## src/rtl/irq_trk_pkg.sv

```systemverilog
package irq_trk_pkg;
  typedef enum logic [2:0] {
    MODE_FIXED  = 3'd0,
    MODE_LOWPRI = 3'd1,
    MODE_SMI    = 3'd2,
    MODE_RSVD3  = 3'd3,
    MODE_NMI    = 3'd4,
    MODE_INIT   = 3'd5,
    MODE_RSVD6  = 3'd6,
    MODE_EXT    = 3'd7
  } dmode_e;

  // class index doubles as priority: lower wins
  typedef enum logic [2:0] {
    CLS_SMI   = 3'd0,
    CLS_NMI   = 3'd1,
    CLS_INIT  = 3'd2,
    CLS_EXT   = 3'd3,
    CLS_FIXED = 3'd4,
    CLS_NONE  = 3'd5
  } cls_e;

  localparam int NUM_SPECIAL = 4;
endpackage

```

## src/rtl/irq_msb_find.sv

```systemverilog
module irq_msb_find #(
  parameter int NUM_WORDS = 8,
  parameter int WORD_W    = 32,
  parameter int VEC_W     = 8
) (
  input  logic [NUM_WORDS-1:0][WORD_W-1:0] words,
  output logic                             any_o,
  output logic [VEC_W-1:0]                 top_o
);
  // Ascending scan with last-hit-wins equals a top-down first-hit search:
  // highest non-empty word, then its most significant set bit.
  always_comb begin
    any_o = 1'b0;
    top_o = '0;
    for (int w = 0; w < NUM_WORDS; w++) begin
      if (|words[w]) begin
        any_o = 1'b1;
        for (int b = 0; b < WORD_W; b++) begin
          if (words[w][b]) top_o = VEC_W'(w * WORD_W + b);
        end
      end
    end
  end
endmodule

```

## src/rtl/irq_bitmap.sv

```systemverilog
module irq_bitmap #(
  parameter int NUM_VEC = 256,
  parameter int WORD_W  = 32,
  localparam int VEC_W     = $clog2(NUM_VEC),
  localparam int BIT_W     = $clog2(WORD_W),
  localparam int NUM_WORDS = NUM_VEC / WORD_W,
  localparam int WIDX_W    = VEC_W - BIT_W
) (
  input  logic             clk,
  input  logic             rst,
  input  logic             set_en,
  input  logic [VEC_W-1:0] set_vec,
  input  logic             clr_en,
  input  logic [VEC_W-1:0] clr_vec,
  output logic             any_o,
  output logic [VEC_W-1:0] top_o
);
  logic [NUM_WORDS-1:0][WORD_W-1:0] words, set_m, clr_m;
  logic [NUM_VEC-1:0] flat;

  assign flat = words;

  always_comb begin
    for (int w = 0; w < NUM_WORDS; w++) begin
      set_m[w] = '0;
      clr_m[w] = '0;
      if (set_en && set_vec[VEC_W-1:BIT_W] == WIDX_W'(w))
        set_m[w] = WORD_W'(1) << set_vec[BIT_W-1:0];
      if (clr_en && clr_vec[VEC_W-1:BIT_W] == WIDX_W'(w))
        clr_m[w] = WORD_W'(1) << clr_vec[BIT_W-1:0];
    end
  end

  always_ff @(posedge clk) begin
    if (rst) words <= '0;
    else     words <= (words & ~clr_m) | set_m;
  end

  irq_msb_find #(.NUM_WORDS(NUM_WORDS), .WORD_W(WORD_W), .VEC_W(VEC_W)) u_find (
    .words(words),
    .any_o(any_o),
    .top_o(top_o)
  );


  set_lands_chk: assert property (@(posedge clk) disable iff (rst)
    set_en && !(clr_en && clr_vec == set_vec) |=> flat[$past(set_vec)]);

  clr_lands_chk: assert property (@(posedge clk) disable iff (rst)
    clr_en && !(set_en && set_vec == clr_vec) |=> !flat[$past(clr_vec)]);

  top_is_set_chk: assert property (@(posedge clk) disable iff (rst)
    any_o |-> flat[top_o]);
endmodule

```

## src/rtl/irq_special.sv

```systemverilog
module irq_special
  import irq_trk_pkg::*;
#(
  parameter int VEC_W = 8
) (
  input  logic                   clk,
  input  logic                   rst,
  input  logic                   req_valid,
  input  logic [2:0]             req_mode,
  input  logic [VEC_W-1:0]       req_vector,
  input  logic                   ack_en,
  input  logic [1:0]             ack_cls,
  output logic [NUM_SPECIAL-1:0] flags,
  output logic                   sel_valid,
  output logic [2:0]             sel_cls,
  output logic [VEC_W-1:0]       sel_vec,
  output logic                   summary
);
  logic [NUM_SPECIAL-1:0]            req_hit;
  logic [NUM_SPECIAL-1:0][VEC_W-1:0] vecs;

  always_comb begin
    req_hit = '0;
    if (req_valid) begin
      case (dmode_e'(req_mode))
        MODE_SMI:  req_hit[CLS_SMI]  = 1'b1;
        MODE_NMI:  req_hit[CLS_NMI]  = 1'b1;
        MODE_INIT: req_hit[CLS_INIT] = 1'b1;
        MODE_EXT:  req_hit[CLS_EXT]  = 1'b1;
        default:   req_hit = '0;
      endcase
    end
  end

  always_ff @(posedge clk) begin
    if (rst) begin
      flags <= '0;
      vecs  <= '0;
    end else begin
      for (int k = 0; k < NUM_SPECIAL; k++) begin
        if (req_hit[k]) begin
          flags[k] <= 1'b1;
          vecs[k]  <= req_vector;
        end else if (ack_en && ack_cls == 2'(k)) begin
          flags[k] <= 1'b0;
        end
      end
    end
  end

  // descending loop, last hit wins: lowest index has top priority
  always_comb begin
    sel_valid = 1'b0;
    sel_cls   = CLS_NONE;
    sel_vec   = '0;
    for (int k = NUM_SPECIAL - 1; k >= 0; k--) begin
      if (flags[k]) begin
        sel_valid = 1'b1;
        sel_cls   = 3'(k);
        sel_vec   = vecs[k];
      end
    end
  end

  assign summary = flags[CLS_SMI] | flags[CLS_NMI] | flags[CLS_INIT];


  ack_drops_flag_chk: assert property (@(posedge clk) disable iff (rst)
    ack_en && !req_hit[ack_cls] |=> !flags[$past(ack_cls)]);
endmodule

```

## src/rtl/irq_vec_tracker.sv

```systemverilog
module irq_vec_tracker
  import irq_trk_pkg::*;
#(
  parameter int NUM_VEC = 256,
  parameter int WORD_W  = 32,
  localparam int VEC_W  = $clog2(NUM_VEC)
) (
  input  logic             clk,
  input  logic             rst,
  input  logic             req_valid,
  input  logic [VEC_W-1:0] req_vector,
  input  logic [2:0]       req_mode,
  input  logic             req_level,
  input  logic             ack,
  input  logic             eoi,
  output logic             int_pending,
  output logic [VEC_W-1:0] int_vector,
  output logic             unmask_pending,
  output logic             irr_any,
  output logic [VEC_W-1:0] irr_top,
  output logic             isr_any,
  output logic [VEC_W-1:0] isr_top
);
  logic             req_fixed, ack_fix, ack_sp;
  logic             irr_set, irr_clr, isr_clr;
  logic [VEC_W-1:0] irr_clr_vec;
  logic             irr_any_c, isr_any_c;
  logic [VEC_W-1:0] irr_top_c, isr_top_c;
  logic [NUM_SPECIAL-1:0] sp_flags;
  logic             sp_valid, sp_summary;
  logic [2:0]       sp_cls;
  logic [VEC_W-1:0] sp_vec;
  logic             nxt_pend;
  logic [2:0]       nxt_cls, cls_q;
  logic [VEC_W-1:0] nxt_vec;

  assign req_fixed   = req_valid && (req_mode == MODE_FIXED);
  assign ack_fix     = ack && int_pending && (cls_q == CLS_FIXED);
  assign ack_sp      = ack && int_pending && (cls_q != CLS_FIXED);
  assign irr_set     = req_fixed && req_level;
  // acknowledge takes the single clear port over a withdraw
  assign irr_clr     = ack_fix || (req_fixed && !req_level);
  assign irr_clr_vec = ack_fix ? int_vector : req_vector;
  assign isr_clr     = eoi && isr_any_c;

  irq_bitmap #(.NUM_VEC(NUM_VEC), .WORD_W(WORD_W)) u_irr (
    .clk(clk), .rst(rst),
    .set_en(irr_set), .set_vec(req_vector),
    .clr_en(irr_clr), .clr_vec(irr_clr_vec),
    .any_o(irr_any_c), .top_o(irr_top_c)
  );

  irq_bitmap #(.NUM_VEC(NUM_VEC), .WORD_W(WORD_W)) u_isr (
    .clk(clk), .rst(rst),
    .set_en(ack_fix), .set_vec(int_vector),
    .clr_en(isr_clr), .clr_vec(isr_top_c),
    .any_o(isr_any_c), .top_o(isr_top_c)
  );

  irq_special #(.VEC_W(VEC_W)) u_special (
    .clk(clk), .rst(rst),
    .req_valid(req_valid), .req_mode(req_mode), .req_vector(req_vector),
    .ack_en(ack_sp), .ack_cls(cls_q[1:0]),
    .flags(sp_flags), .sel_valid(sp_valid), .sel_cls(sp_cls),
    .sel_vec(sp_vec), .summary(sp_summary)
  );

  always_comb begin
    nxt_pend = 1'b0;
    nxt_cls  = CLS_NONE;
    nxt_vec  = '0;
    if (sp_valid) begin
      nxt_pend = 1'b1;
      nxt_cls  = sp_cls;
      nxt_vec  = sp_vec;
    end else if (irr_any_c && (!isr_any_c || irr_top_c > isr_top_c)) begin
      nxt_pend = 1'b1;
      nxt_cls  = CLS_FIXED;
      nxt_vec  = irr_top_c;
    end
  end

  always_ff @(posedge clk) begin
    if (rst) begin
      int_pending    <= 1'b0;
      int_vector     <= '0;
      cls_q          <= CLS_NONE;
      unmask_pending <= 1'b0;
      irr_any        <= 1'b0;
      irr_top        <= '0;
      isr_any        <= 1'b0;
      isr_top        <= '0;
    end else begin
      int_pending    <= nxt_pend;
      int_vector     <= nxt_vec;
      cls_q          <= nxt_cls;
      unmask_pending <= sp_summary;
      irr_any        <= irr_any_c;
      irr_top        <= irr_top_c;
      isr_any        <= isr_any_c;
      isr_top        <= isr_top_c;
    end
  end


  fixed_above_isr_chk: assert property (@(posedge clk) disable iff (rst)
    !$past(rst) && int_pending && cls_q == CLS_FIXED
      |-> !$past(isr_any_c) || (int_vector > $past(isr_top_c)));

  smi_wins_chk: assert property (@(posedge clk) disable iff (rst)
    !$past(rst) && $past(sp_flags[CLS_SMI]) |-> int_pending && cls_q == CLS_SMI);

  ext_not_summary_chk: assert property (@(posedge clk) disable iff (rst)
    !$past(rst) && $past(sp_flags) == 4'b1000 |-> !unmask_pending);
endmodule

```

## config.mk

```make
export PLATFORM = sky130hd
export DESIGN_NAME = irq_vec_tracker
export DESIGN_NICKNAME = d
export VERILOG_FILES = /design/src/rtl/irq_trk_pkg.sv /design/src/rtl/irq_msb_find.sv /design/src/rtl/irq_bitmap.sv /design/src/rtl/irq_special.sv /design/src/rtl/irq_vec_tracker.sv
export SDC_FILE = /design/constraint.sdc
export NUM_CORES = 2
export LEC_CHECK = 0
export ABC_AREA = 0
export BUFFER_PORTS_ARGS = -buffer_cell sky130_fd_sc_hd__buf_4
export CAP_MARGIN = 0
export CORE_UTILIZATION = 50
export CTS_CLUSTER_DIAMETER = 40
export CTS_CLUSTER_SIZE = 40
export DETAILED_ROUTE_END_ITERATION = 8
export GPL_ROUTABILITY_DRIVEN = 0
export PLACE_DENSITY = 0.66
export SLEW_MARGIN = 0
export SYNTH_ARGS = -nofsm -noshare
export SYNTH_HDL_FRONTEND = slang
export SYNTH_SLANG_ARGS = --single-unit
export TNS_END_PERCENT = 5
```

## constraint.sdc

```tcl
create_clock -name clk -period 7 [get_ports clk]
set_input_delay 1.4 -clock clk [delete_from_list [all_inputs] [get_ports clk]]
set_output_delay 1.4 -clock clk [all_outputs]
set_load 0.05 [all_outputs]
```

==> flow_summary_export.csv <==
group,metric,value,unit
status,run_status,"completed",
cts,numCtsBuffers,95,
cts,cts-resized-gates,0,
power_and_ir_drop,power_density,242,nW/um2
route,wl_per_cell,24.8,um
grt,grt_start_max_net_pins,193,
route,drt_wl_total,123,mm
floorplan,start_util,0.510,
timing,finalHoldViolations,0,
critical_path,end_kind,"register",
place,place.port_buffers,44,
floorplan,rows,89,
route,dr.pass1.iters,8,
yosys,ys_seq_area_frac,0.382,
timing,fmax,194,MHz
timing,finalCriticalPeriod,5150,ps
timing,tns,0,ps
route,topRoutingLayerUsed,"met5",
grt,grt_pass1_vias,30300,
floorplan,dieArea,61700,um2
finish,areaGrowthSynthToFinish,13.9,%
yosys,yosys.area.top_type,"dfxtp_1",
route,wl_met2,53.7,mm
yosys,synthesis.area,30400,um2
grt,antenna_found_initial,3,
timing,rsz0062_at_grt,"no",
critical_path,crit_chain,"nor4_1 > nand3_1 > nor3_1 > o311ai_0 > a311o_1 > o21ai_1 > buf_4 > nand2_1 > inv_1 > ha_1 > nor2b_1 > o21a_1 > o21a_1 > o21a_1 > o21bai_1 > a21oi_1 > o21ai_2 > or3b_1 > o22ai_1",
critical_path,rr_startpoint,"u_isr.flat[130]",
route,via_per_inst,6.80,
cts,cts_sinks,579,
floorplan,die-width,248,um
critical_path,cp.arrival,5660,ps
route,wl_met3,12.6,mm
grt,grt_use_total,0.385,
yosys,synth_fp_nets,4209,
cts,clock-root-buffer,"clkbuf_16",
critical_path,cpPeakStageDelay,860,ps
hold_path,hold_depth,2,
critical_path,cp_common_cell,"o21a_1",
critical_path,required,7520,ps
critical_path,crit_path_start_kind,"register",
yosys,yosys.cell_types.count,83,
critical_path,cp_max_fo,11,
cts,cts_setup_buffers,0,
cts,cts.reportedPaths.clkPinSlew,50,ps
yosys,ys_seq_elements,579,
hold_path,min_from,"u_special.vecs[2]",
place,dpl_cell_area,31300,um2
route,num_vias,33900,
timing,fin_crit_sh,0.735,
power_and_ir_drop,ir_drop,0.209,mV
yosys,synth_area_leaders,"dfxtp_1 (38%), a21oi_1 (11%), nand2_1 (7.4%)",
floorplan,core,59600,um2
hold_path,min_path_type,"register to register",
cts,max-clock-path-buffers,3,
floorplan,io_pins,45,
critical_path,cpLargestDelayFamily,"simple AND/OR/NAND/NOR gates",
route,drtAntennaViolNets,0,
cts,cts_hold_buf,0,
critical_path,r2r-end,"int_vector[6]",
grt,grt_pass1_wl,186,mm
route,dr.first_iter.drc_count,4846,
yosys,yosys_warnings,0,
critical_path,r2r_slack,1850,ps
finish,final_nets,4152,
run,maxCapViolations,0,
finish,nFillCells,5584,
finish,antenna_cells,0,
timing,slew_viol_final,0,
floorplan,die_y,248,um
yosys,async_flop_share,0,
route,drc_errors,0,
finish,stdcell_area,34600,um2
yosys,synthFlopType,"dfxtp_1",
yosys,synth-edff-count,0,
critical_path,cp_slowest_cell,"nor4_1",
cts,cts_htree_levels,3,
power_and_ir_drop,power_leakage,11.7,nW
yosys,netlist.area_leader.share,0.382,
finish,layout-drive-gt1-share,0.0804,
timing,fin_skew,23.7,ps
yosys,syn_inst,4184,
hold_path,hold_end,"u_special.vecs[2]",
timing,setup_viol,0,
cts,cts_tree,"yes",
critical_path,cp_num_buf_inv,2,
timing,worst_slew_pin_slew,1300,ps
critical_path,reg2reg_depth,19,
place,place_hpwl,83.8,mm
timing,max-slew-margin-rel,0.133,
cts,clk_latency,670,ps
route,wl_met1,48.0,mm
critical_path,criticalPathCategory,"register to register",
yosys,synth_area_per_cell,7.26,um2
grt,overflow,0,
==> power breakdown <==
part	total, mW	switching, mW	internal (mW)
logic	0.184	0.149	0.0349
clock network	4.87	1.86	3.01
registers	3.31	0.00715	3.31
total	8.37	2.02	6.35
==> per-layer routing <==
layer | up-vias | track usage
met1 | 15800 | 0.494
met2 | 2087 | 0.590
met4 | 4 | 0.251
met3 | 535 | 0.0743
met5 | - | 0
li1 | 15400 | -
==> final cells by class <==
type	count	area (um2)	area share
clock buffer	112	2530	0.0732
clock inverter	63	785	0.0227
inverter	100	375	0.0108
multi-input combinational	3245	17500	0.507
sequential	579	11600	0.335
tap	773	967	0.0280
timing repair buffer	106	816	0.0236
==> sequential cells by signal, summed over array words and instances, names as in the netlist <==
register / flops
int_pending: 1
cls_q: 3
unmask_pending: 1
u_special.vecs: 32
u_special.flags: 4
u_isr.flat: 256
isr_any: 1
u_irr.flat: 256
int_vector: 8
isr_top: 8
irr_top: 8
irr_any: 1
==> placed cells by master, fill, tap and decap left out, types with 35 or more instances in the layout <==
| cell type | netlist | layout |
|---|---|---|
| a21oi_1 | 693 | 693 |
| a311oi_1 | 220 | 220 |
| a31oi_1 | 35 | 35 |
| buf_4 | 1 | 104 |
| clkbuf_16 | 0 | 95 |
| dfxtp_1 | 579 | 579 |
| inv_1 | 97 | 97 |
| nand2_1 | 597 | 597 |
| nand3_1 | 62 | 62 |
| nor2_1 | 465 | 450 |
| nor2b_1 | 40 | 40 |
| nor3_1 | 129 | 123 |
| nor4_1 | 150 | 149 |
| o21ai_0 | 355 | 355 |
| o31ai_1 | 42 | 41 |
| or4_1 | 39 | 39 |
==> worst reg2reg max path, stage by stage (launching register included) <==
cell,delay [ps]
dfxtp_1,350
nor4_1,860
nand3_1,370
nor3_1,640
o311ai_0,300
a311o_1,380
o21ai_1,190
buf_4,300
nand2_1,150
inv_1,70
ha_1,130
nor2b_1,50
o21a_1,160
o21a_1,160
o21a_1,160
o21bai_1,120
a21oi_1,90
o21ai_2,140
or3b_1,280
o22ai_1,130
==> stage by stage <==
step           std cells  power (mW)   util  hold WS [ps]  setup slack (ps)
2_1_floorplan       4184        3.49      -           436              2830
3_3_place_gp        4803        3.56  0.525           443              2030
3_5_place_dp        4803        3.56  0.525           447              1900
4_1_cts             4978        8.36  0.581           456              1900
5_1_grt             4978        8.54  0.581           474              1640
6_report            4978        8.37  0.581           455              1850
==> synth_stat cells, types with 8 or more instances <==
master	number
a21oi_1	693
nand2_1	597
dfxtp_1	579
nor2_1	465
o21ai_0	355
clkbuf_1	230
a311oi_1	220
nor4_1	150
nor3_1	129
inv_1	97
nand3_1	62
o31ai_1	42
nor2b_1	40
or4_1	39
a31oi_1	35
a211oi_1	33
nand2b_1	33
nand4_1	33
and2_1	26
buf_2	26
o21bai_1	21
o211ai_1	20
o21a_1	18
a221oi_1	13
or2_2	13
or3_1	13
a22oi_1	12
nand3b_1	11
o22ai_1	10
o311ai_0	9
and3_1	8
ha_1	8
nor3b_1	8
==> worst max-delay path by stage <==
stage | slack (ps) | to | cells after the start | from
4_1_cts | 1900 | int_vector[5] | 19 | u_isr.flat[130]
2_1_floorplan | 2830 | int_vector[0] | 21 | u_isr.flat[56]
6_report | 1850 | int_vector[6] | 19 | u_isr.flat[130]
3_5_place_dp | 1900 | int_vector[3] | 19 | u_isr.flat[130]
5_1_grt | 1640 | int_vector[7] | 19 | u_isr.flat[130]
3_3_place_gp | 2030 | int_vector[1] | 19 | u_isr.flat[130]
==> cell families after synthesis <==
logic type,synth area share
buf+inv,0.0459
flops,0.382
mux,0.000330
compound gates,0.317
simple gates,0.252
fa+ha+maj,0.00330
(Power assumes the default switching activity.)
